`src/rtl/td_pkg.sv`:
```
package td_pkg;
    localparam int LEN_W   = 11;
    localparam int WORD_W  = 32;

    // control word bit positions (consumed by the list walker)
    localparam int B_SPD    = 29;
    localparam int B_ERR_HI = 28;
    localparam int B_ERR_LO = 27;
    localparam int B_ISO    = 25;
    localparam int B_IOC    = 24;
    localparam int B_ACT    = 23;
    localparam int B_STALL  = 22;
    localparam int B_BABBLE = 20;
    localparam int B_NAK    = 19;
    localparam int B_TMO    = 18;

    localparam logic [7:0] PID_SETUP = 8'h2D;
    localparam logic [7:0] PID_IN    = 8'h69;
    localparam logic [7:0] PID_OUT   = 8'hE1;

    localparam logic [2:0] OC_DONE   = 3'd0;
    localparam logic [2:0] OC_NAK    = 3'd1;
    localparam logic [2:0] OC_STALL  = 3'd2;
    localparam logic [2:0] OC_NODEV  = 3'd3;
    localparam logic [2:0] OC_BABBLE = 3'd4;
    localparam logic [2:0] OC_PEND   = 3'd5;

    typedef enum logic [1:0] {
        RES_OK    = 2'd0,
        RES_SKIP  = 2'd1,
        RES_PEND  = 2'd2,
        RES_ABORT = 2'd3
    } result_e;
endpackage

```
`src/rtl/td_token_decode.sv`:
```
module td_token_decode
    import td_pkg::*;
(
    input  logic [WORD_W-1:0] token,
    output logic [7:0]        pid,
    output logic [6:0]        dev_addr,
    output logic [3:0]        endp,
    output logic [LEN_W-1:0]  max_len
);
    logic unused_tok_bits;

    assign pid             = token[7:0];
    assign dev_addr        = token[14:8];
    assign endp            = token[18:15];
    assign max_len         = token[31:21] + LEN_W'(1);
    assign unused_tok_bits = ^token[20:19];
endmodule

```
`src/rtl/td_outcome_eval.sv`:
```
module td_outcome_eval
    import td_pkg::*;
#(
    parameter int CNT_W = 16
) (
    input  logic [WORD_W-1:0] ctrl,
    input  logic [7:0]        pid,
    input  logic [LEN_W-1:0]  max_len,
    input  logic [2:0]        outcome,
    input  logic [CNT_W-1:0]  count,
    output logic [WORD_W-1:0] ctrl_new,
    output logic [1:0]        cause,
    output result_e           result,
    output logic              usb_err,
    output logic              proc_err
);
    logic             is_in, is_setup, pid_ok, overrun, do_tmo;
    logic [LEN_W-1:0] xfer_len;
    logic [1:0]       err_cnt;

    assign is_in    = (pid == PID_IN);
    assign is_setup = (pid == PID_SETUP);
    assign pid_ok   = is_in || is_setup || (pid == PID_OUT);
    assign overrun  = is_in && (outcome == OC_DONE) && (count > CNT_W'(max_len));

    always_comb begin
        if (!is_in)       xfer_len = max_len;
        else if (overrun) xfer_len = max_len;
        else              xfer_len = count[LEN_W-1:0];
    end

    always_comb begin
        ctrl_new = ctrl;
        cause    = {1'b0, ctrl[B_IOC]};
        result   = RES_SKIP;
        usb_err  = 1'b0;
        proc_err = 1'b0;
        do_tmo   = 1'b0;
        err_cnt  = ctrl[B_ERR_HI:B_ERR_LO];
        if (!ctrl[B_ACT]) begin
            result = RES_SKIP;
        end else if (!pid_ok) begin
            proc_err = 1'b1;
            result   = RES_ABORT;
        end else if (outcome == OC_PEND) begin
            result = RES_PEND;
        end else begin
            if (ctrl[B_ISO]) ctrl_new[B_ACT] = 1'b0;
            if (outcome == OC_BABBLE || overrun) begin
                ctrl_new[B_BABBLE] = 1'b1;
                ctrl_new[B_STALL]  = 1'b1;
                ctrl_new[B_ACT]    = 1'b0;
                result             = RES_ABORT;
            end else if (outcome == OC_DONE) begin
                ctrl_new[LEN_W-1:0] = xfer_len - LEN_W'(1);
                ctrl_new[B_ACT]     = 1'b0;
                if (is_in && ctrl[B_SPD] && (xfer_len < max_len)) begin
                    cause[1] = 1'b1;
                    result   = RES_SKIP;
                end else begin
                    result = RES_OK;
                end
            end else if (outcome == OC_STALL) begin
                ctrl_new[B_STALL] = 1'b1;
                ctrl_new[B_ACT]   = 1'b0;
            end else if (outcome == OC_NAK) begin
                ctrl_new[B_NAK] = 1'b1;
                do_tmo          = is_setup;
            end else begin
                do_tmo = 1'b1;
            end
            if (do_tmo) begin
                ctrl_new[B_TMO] = 1'b1;
                if (err_cnt != 2'd0) begin
                    err_cnt = err_cnt - 2'd1;
                    if (err_cnt == 2'd0) begin
                        ctrl_new[B_ACT] = 1'b0;
                        usb_err         = 1'b1;
                    end
                end
                ctrl_new[B_ERR_HI:B_ERR_LO] = err_cnt;
            end
        end
    end
endmodule

```
`src/rtl/td_status_update.sv`:
```
module td_status_update
    import td_pkg::*;
#(
    parameter int CNT_W = 16
) (
    input  logic                clk,
    input  logic                rst_n,
    input  logic                in_valid,
    input  logic [WORD_W-1:0]   in_ctrl,
    input  logic [WORD_W-1:0]   in_token,
    input  logic [2:0]          in_outcome,
    input  logic [CNT_W-1:0]    in_count,
    output logic                out_valid,
    output logic [WORD_W-1:0]   out_ctrl,
    output logic [1:0]          out_cause,
    output logic [1:0]          out_result,
    output logic                out_usb_err,
    output logic                out_proc_err,
    output logic [7:0]          out_pid,
    output logic [6:0]          out_dev_addr,
    output logic [3:0]          out_endp,
    output logic [LEN_W-1:0]    out_max_len
);
    typedef struct packed {
        logic              valid;
        logic [WORD_W-1:0] ctrl;
        logic [1:0]        cause;
        result_e           result;
        logic              usb_err;
        logic              proc_err;
        logic [7:0]        pid;
        logic [6:0]        dev_addr;
        logic [3:0]        endp;
        logic [LEN_W-1:0]  max_len;
    } state_t;

    state_t st_d, st_q;

    logic [7:0]        dec_pid;
    logic [6:0]        dec_addr;
    logic [3:0]        dec_endp;
    logic [LEN_W-1:0]  dec_max;
    logic [WORD_W-1:0] ev_ctrl;
    logic [1:0]        ev_cause;
    result_e           ev_result;
    logic              ev_usb_err, ev_proc_err;

    td_token_decode u_dec (
        .token    (in_token),
        .pid      (dec_pid),
        .dev_addr (dec_addr),
        .endp     (dec_endp),
        .max_len  (dec_max)
    );

    td_outcome_eval #(.CNT_W(CNT_W)) u_eval (
        .ctrl     (in_ctrl),
        .pid      (dec_pid),
        .max_len  (dec_max),
        .outcome  (in_outcome),
        .count    (in_count),
        .ctrl_new (ev_ctrl),
        .cause    (ev_cause),
        .result   (ev_result),
        .usb_err  (ev_usb_err),
        .proc_err (ev_proc_err)
    );

    always_comb begin
        st_d          = st_q;
        st_d.valid    = in_valid;
        if (in_valid) begin
            st_d.ctrl     = ev_ctrl;
            st_d.cause    = ev_cause;
            st_d.result   = ev_result;
            st_d.usb_err  = ev_usb_err;
            st_d.proc_err = ev_proc_err;
            st_d.pid      = dec_pid;
            st_d.dev_addr = dec_addr;
            st_d.endp     = dec_endp;
            st_d.max_len  = dec_max;
        end
    end

    always_ff @(posedge clk) begin
        if (!rst_n) st_q <= '0;
        else        st_q <= st_d;
    end

    assign out_valid    = st_q.valid;
    assign out_ctrl     = st_q.ctrl;
    assign out_cause    = st_q.cause;
    assign out_result   = st_q.result;
    assign out_usb_err  = st_q.usb_err;
    assign out_proc_err = st_q.proc_err;
    assign out_pid      = st_q.pid;
    assign out_dev_addr = st_q.dev_addr;
    assign out_endp     = st_q.endp;
    assign out_max_len  = st_q.max_len;


    valid_follows_chk: assert property (@(posedge clk) disable iff (!rst_n)
        out_valid |-> $past(in_valid));


    pend_holds_word_chk: assert property (@(posedge clk) disable iff (!rst_n)
        (out_valid && out_result == RES_PEND) |-> out_ctrl == $past(in_ctrl));


    bad_pid_abort_chk: assert property (@(posedge clk) disable iff (!rst_n)
        (out_valid && out_proc_err) |->
            (out_result == RES_ABORT && out_ctrl == $past(in_ctrl)));


    retry_exhaust_chk: assert property (@(posedge clk) disable iff (!rst_n)
        (out_valid && out_usb_err) |->
            (!out_ctrl[B_ACT] && out_ctrl[B_TMO] && out_ctrl[B_ERR_HI:B_ERR_LO] == 2'd0));


    short_pkt_skip_chk: assert property (@(posedge clk) disable iff (!rst_n)
        (out_valid && out_cause[1]) |-> (out_result == RES_SKIP && !out_ctrl[B_ACT]));


    success_retires_chk: assert property (@(posedge clk) disable iff (!rst_n)
        (out_valid && out_result == RES_OK) |-> !out_ctrl[B_ACT]);


    idle_word_kept_chk: assert property (@(posedge clk) disable iff (!rst_n)
        (out_valid && !$past(in_ctrl[B_ACT])) |->
            (out_result == RES_SKIP && out_ctrl == $past(in_ctrl)));


    babble_flags_chk: assert property (@(posedge clk) disable iff (!rst_n)
        (out_valid && out_ctrl[B_BABBLE] && !$past(in_ctrl[B_BABBLE])) |->
            (out_result == RES_ABORT && out_ctrl[B_STALL] && !out_ctrl[B_ACT]));
endmodule

```
`config.mk`:
```
export PLATFORM = sky130hd
export DESIGN_NAME = td_status_update
export DESIGN_NICKNAME = d
export VERILOG_FILES = /design/src/rtl/td_pkg.sv /design/src/rtl/td_token_decode.sv /design/src/rtl/td_outcome_eval.sv /design/src/rtl/td_status_update.sv
export SDC_FILE = /design/constraint.sdc
export NUM_CORES = 1
export LEC_CHECK = 0
export BUFFER_PORTS_ARGS = -buffer_cell sky130_fd_sc_hd__buf_2
export CAP_MARGIN = 40
export CORE_ASPECT_RATIO = 0.9
export CORE_MARGIN = 4
export CORE_UTILIZATION = 40
export CTS_BUF_LIST = sky130_fd_sc_hd__clkbuf_16
export CTS_CLUSTER_SIZE = 16
export DETAILED_ROUTE_END_ITERATION = 8
export PLACE_DENSITY = 0.68
export SYNTH_ARGS = -nofsm -noshare
export SYNTH_HDL_FRONTEND = slang
export SYNTH_SLANG_ARGS = --single-unit
```
`constraint.sdc`:
```
create_clock -name clk -period 11.6 [get_ports clk]
set_clock_uncertainty 0.2 [all_clocks]
set_input_delay 1.16 -clock clk [delete_from_list [all_inputs] [get_ports clk]]
set_output_delay 1.16 -clock clk [all_outputs]
set_load 0.02 [all_outputs]
```
Word level (Yosys, flattened, before mapping)
Cells that the tools add are included.
{"block": "totals", "reg_bits": 69, "input_bits": 86, "output_inout_bits": 69, "wordCells": 91}
{"block": "op_classes", "n_addsub": 3, "order_cmp": 2, "eq_ne": 7, "n_mux": 59, "reduce_logical": 10}
{"op": "$mux 11", "n": 7}
{"op": "$mux 1", "n": 34}
{"op": "$mux 2", "n": 15}
{"op": "$gt 16x11->1", "n": 1}
{"op": "$add 11x1->11 const B", "n": 1}
{"op": "$lt 11x11->1", "n": 1}
{"op": "$sub 11x1->11 const B", "n": 1}
{"op": "$mux 3", "n": 3}
{"op": "$eq 8x6->1 const B", "n": 1}
{"op": "$eq 8x7->1 const B", "n": 1}
{"op": "$eq 8x8->1 const B", "n": 1}
{"op": "$eq 3x3->1 const B", "n": 2}
{"op": "$logic_and 1x1->1", "n": 4}
{"op": "$eq 3x1->1 const B", "n": 1}
{"op": "$eq 3x2->1 const B", "n": 1}
{"op": "$logic_not 3->1", "n": 1}
{"op": "$logic_or 1x1->1", "n": 3}
{"op": "$logic_not 2->1", "n": 1}
{"op": "$reduce_bool 2->1", "n": 1}
{"op": "$sub 2x1->2 const B", "n": 1}

Depth between registers and ports, before layout
{"block": "depth", "word_depth": 13, "depth_mapped": 24, "ltp_nobuf": 22}

By module
A second synthesis with hierarchy kept.
{"block": "hier_totals", "cells_unflattened": 487, "hier_area_um2": 4513.1}
{"module": "td_status_update", "instances": 1, "cells_per_inst": 221, "area_per_inst_um2": 2596.2, "seq_area_each_um2": 1381.3}
{"module": "td_outcome_eval", "instances": 1, "cells_per_inst": 225, "area_per_inst_um2": 1610.3, "seq_area_each_um2": 0.0}
{"module": "td_token_decode", "instances": 1, "cells_per_inst": 41, "area_per_inst_um2": 306.5, "seq_area_each_um2": 0.0}

Worst setup path after synthesis
No wires, ideal clock.
{"block": "synth_timing", "path_type": "in2reg", "from": "input in_token[24]", "to": "register st_q (netlist bit out_cause[1])", "setup_time_ps": 71, "arrival_time_ps": 4958, "required_time_ps": 11329, "setup_slack_ps": 6372, "path_stages": 24, "n_path_buf": 2, "cell_sequence": "buf_2 and4_4 nand4_1 nor2_1 xnor2_1 ha_1 nor2b_1 and3_1 a31o_4 a21o_4 nand2_4 buf_6 nor2_1 a21oi_1 ha_1 a21oi_1 nor2b_1 o21ai_0 nand3b_1 o31ai_1 a211oi_1 nor4b_1 nand4_1 a21oi_1"}
{"block": "synth_via", "elab_chain_len": 13, "word_cells_on_any_way": 14, "classes_between": "1 x add/sub; 2 x order compare; 8 x mux; 3 x reduce/logical"}
{"item": "start: declaration", "line_no": "td_status_update.sv:10", "rtl": "input logic [WORD_W-1:0] in_token,"}
{"item": "$add 11x1->11 *", "line_no": "td_token_decode.sv:15", "rtl": "assign max_len = token[31:21] + LEN_W'(1);"}
{"item": "$gt 16x11->1", "line_no": "td_outcome_eval.sv:24", "rtl": "assign overrun = is_in && (outcome == OC_DONE) && (count > CNT_W'(max_len));"}
{"item": "$logic_and 1x1->1", "line_no": "td_outcome_eval.sv:24"}
{"item": "$mux 11", "line_no": "td_outcome_eval.sv:28", "rtl": "else if (overrun) xfer_len = max_len;"}
{"item": "$mux 11", "line_no": "td_outcome_eval.sv:27", "rtl": "if (!is_in) xfer_len = max_len;"}
{"item": "$lt 11x11->1", "line_no": "td_outcome_eval.sv:57", "rtl": "if (is_in && ctrl[B_SPD] && (xfer_len < max_len)) begin"}
{"item": "$logic_and 1x1->1", "line_no": "td_outcome_eval.sv:57"}
{"item": "$mux 1", "line_no": "td_outcome_eval.sv:57"}
{"item": "$mux 1", "line_no": "td_outcome_eval.sv:54", "rtl": "end else if (outcome == OC_DONE) begin"}
{"item": "$mux 1 *", "line_no": "td_outcome_eval.sv:49", "rtl": "if (outcome == OC_BABBLE || overrun) begin"}
{"item": "$mux 1 *", "line_no": "td_outcome_eval.sv:45", "rtl": "end else if (outcome == OC_PEND) begin"}
{"item": "$mux 1 *", "line_no": "td_outcome_eval.sv:42", "rtl": "end else if (!pid_ok) begin"}
{"item": "$mux 1 *", "line_no": "td_outcome_eval.sv:40", "rtl": "if (!ctrl[B_ACT]) begin"}
{"item": "end signal: assignment", "line_no": "td_status_update.sv:87", "rtl": "else st_q <= st_d;"}
{"item": "end: declaration", "line_no": "td_status_update.sv:37", "rtl": "state_t st_d, st_q;"}
Mark *: on every way between the ends. The rest lies on a longest branch, timed or not.
A chain may end at the register's enable or synchronous reset.

Final worst setup path
{"block": "layout_timing", "from": "input in_token[21]", "to": "register st_q (netlist bit out_cause[1])"}
The elaborated chain is that of the path after synthesis.

==> impl_metrics.yaml <==
synthesis:
  synth-seq-cells: 68
  ys_seq_area_frac: 0.339
  synth_cell_type_count: 62
  syn_inst: 458
  syn_area_per_cell_um2: 8.77
  synth_edf_count: 0
  yosys.area.top_type: "dfxtp_1"
  netlist_area_um2: 4020
  yosys_warnings: 0
  yosys.area.top_type_share: 0.339
  synthesis.nets: 565
  ys.flop_type: "dfxtp_1"
  synthTopCellsByArea: "dfxtp_1, mux2i_1, ha_1"
  ys_async_sr_fraction: 0
placement:
  portBuffers: 152
  place_hpwl_um: 9290
  globalplace.congestion: 0.887
  place_inst: 713
  dp_slack_ns: 5.64
power:
  p_clk_frac: 0.404
  p_sw_uw: 184
  vdd_drop_max_mv: 0.0879
  swShare: 0.284
  powerDensity_nw_per_um2: 126
  cellLeakagePower_nw: 2.33
  comb_power_share: 0.203
  p_seq_frac: 0.393
  p_int_uw: 463
global_route:
  antenna_found_initial: 0
  grt_pass1_wl_um: 18400
  grt_max_degree: 61
  grt_pass1_vias: 3637
  grt_overflow_total: 0
  groute.usage.overall: 0.199
layout:
  syn_to_final_growth_pct: 27.7
  fin_util: 0.526
  drive_above_1_share: 0.317
  antenna_cells: 0
  fin_nets: 705
  layout.cells.non_filler: 729
detailed_routing:
  ant_nets: 0
  avgViaCountPerCell: 5.24
  post_drt_wl_per_cell_um: 16.3
  drcViolationCount: 0
  drt-initial-drc-count: 208
  routed_wl_um: 11900
  drtPass1Iterations: 4
  vias: 3819
die:
  die_area_um2: 11700
  ioPinCount: 155
  num_rows: 34
  core_area_um2: 9740
  die_x_um: 114
  die_h_um: 103
  start_util: 0.412
setup_path:
  cpMaxStageDelayCell: "xor2_1"
  startpoint_type: "input pin"
  r2r_cells: 3
  crit_type: "input pin to flip-flop"
  path_max_fanout: 15
  crit_required_ns: 11.66
  worstReg2RegStart: "out_ctrl[10]$_SDFFE_PN0P_"
  r2r_slack_ns: 10.55
  worst_ep_arrival_time_ns: 5.67
  r2r_end: "out_ctrl[10]$_SDFFE_PN0P_"
  critPathMaxStageDelay_ns: 0.63
  crit_chain: "buf_2 -> and2_1 -> nand3_1 -> xor2_1 -> ha_1 -> a21oi_1 -> o21ai_0 -> o211ai_2 -> a21o_4 -> nand2_4 -> nor2_1 -> a21oi_1 -> ha_1 -> a21oi_1 -> nor2b_1 -> o21ai_0 -> nand3b_1 -> o31ai_1 -> a211oi_1 -> nor4b_1 -> nand4_1 -> a21oi_1"
  endpoint_kind: "flip-flop"
  crit_top_cell: "a21oi_1"
sta:
  drv_slew: 0
  period_needed_ns: 5.61
  max_freq_ghz: 0.178
  rsz0062_at_grt: "no"
  fin_crit_sh: 0.484
  finalHoldViolations: 0
  fin_ws_ns: 5.99
  setup_viol: 0
  fin_setup_tns_ns: 0
  tightest_slew_ns: 0.782
  relSlewSlack: 0.475
cts:
  cts_resized: 0
  clockRootBuffer: "clkbuf_16"
  clk_latency_ns: 0.32
  cts_sinks: 68
  cts_inserted_buffers: 9
  clk_path_buf_depth: 2
  clk_pin_slew_worst_paths_ns: 0.06
  tritoncts: "done"
  h-tree-depth: 3
  cts_hold_buf: 0
  post_cts_buffers: 0
worst_hold_path:
  worstHoldEndpoint: "out_usb_err$_SDFFE_PN0P_"
  hold_depth: 2
  hp-start: "out_usb_err$_SDFFE_PN0P_"
  min_path_type: "flip-flop to flip-flop"
status:
  outcome: "finished clean"
job:
  cap_violations: 0
## cell usage in the layout (no fill, tap or decap), drive strengths merged, types with 2 or more instances in the layout
cell type,synthesis,routed
a211oi,13,13
a21oi,36,36
a311oi,2,2
a31o,4,4
a31oi,6,6
a41oi,2,2
and3,3,3
and4,3,3
buf,12,154
clkbuf,13,9
clkinv,0,3
dfxtp,68,68
ha,21,21
inv,8,10
mux2i,41,41
nand2,16,16
nand2b,10,10
nand3,13,13
nand3b,8,8
nand4,6,6
nor2,70,70
nor2b,6,6
nor3,15,15
nor3b,4,4
nor4,2,2
nor4b,3,3
o211ai,6,6
o21ai,18,18
o22ai,2,2
o31ai,5,5
or3,4,4
or4,3,3
xnor2,15,15
xor2,9,9
## per-stage QoR
step,power (mW),cell area [um^2],hold slack (ns)
after floorplan,0.341,4020,0.343
after global placement,0.387,4820,0.253
after detailed placement,0.391,4840,0.257
after CTS,0.656,5130,0.267
after global routing,0.682,5130,0.288
final,0.648,5130,0.264
## cells by family after synthesis
logic type / Yosys count / synth area share
simple gates: 171 / 0.223
compound gates: 99 / 0.173
flops: 68 / 0.339
mux: 42 / 0.105
buf+inv: 33 / 0.0374
xor+xnor: 24 / 0.0570
fa+ha+maj: 21 / 0.0654
## worst max-delay path: cells and delay by family
family	cells	cell delay (ns)
compound gates	10	1.68
buf+inv	1	0.19
fa+ha+maj	2	0.70
simple gates	8	1.33
xor+xnor	1	0.63
## flip-flops by register name (all words and copies together) (netlist names)
register,count
out_dev_addr,7
out_proc_err,1
out_pid,8
out_valid,1
out_result,2
out_cause,1
out_usb_err,1
out_ctrl,32
out_endp,4
out_max_len,11
## power by group through the flow
stage | clock network (mW) | registers, mW | logic [mW]
after CTS | 0.269 | 0.255 | 0.132
final | 0.262 | 0.255 | 0.131
after global placement | 0 | 0.259 | 0.128
after global routing | 0.281 | 0.256 | 0.144
after floorplan | 0 | 0.277 | 0.0636
after detailed placement | 0 | 0.259 | 0.132
## synthesized netlist by cell type, drive strengths merged, types with 5 or more instances
cell    count
a21oi      36
nand2      16
nor2       70
nand2b     10
nand3b      8
clkbuf     13
nor3       15
buf        12
ha         21
a31oi       6
dfxtp      68
nor2b       6
o21ai      18
nand4       6
o211ai      6
mux2i      41
xnor2      15
xor2        9
o31ai       5
nand3      13
a211oi     13
inv         8
## worst max-delay path by stage
stage | startpoint | slack [ns] | cells past startpoint | end
finish | in_token[21] | 5.99 | 22 | out_cause[1]$_SDFFE_PN0P_
detailed placement | in_token[21] | 5.64 | 22 | out_cause[1]$_SDFFE_PN0P_
global placement | in_token[21] | 5.65 | 22 | out_cause[1]$_SDFFE_PN0P_
CTS | in_token[21] | 5.96 | 22 | out_cause[1]$_SDFFE_PN0P_
global route | in_token[21] | 5.56 | 22 | out_cause[1]$_SDFFE_PN0P_
floorplan | in_token[24] | 6.37 | 24 | out_cause[1]$_SDFFE_PN0P_
## cell type report
type	instances	area, um^2
fillers	949	4610
multi-input cells	357	2500
flip-flops and latches	68	1360
inverters	8	30.0
clock buffers	9	225
repair buffers	154	791
well taps	126	158
clock inverters	7	60.1
## layer usage
metal | track usage | vias to the layer above | share of wire
li1 | - | 1942 | -
met1 | 0.274 | 1738 | 0.46
met2 | 0.307 | 129 | 0.45
met3 | 0.0552 | 10 | 0.082
met4 | 0.0582 | 0 | 0.012
met5 | 0 | - | 0
Power figures use the tool's default switching activity.
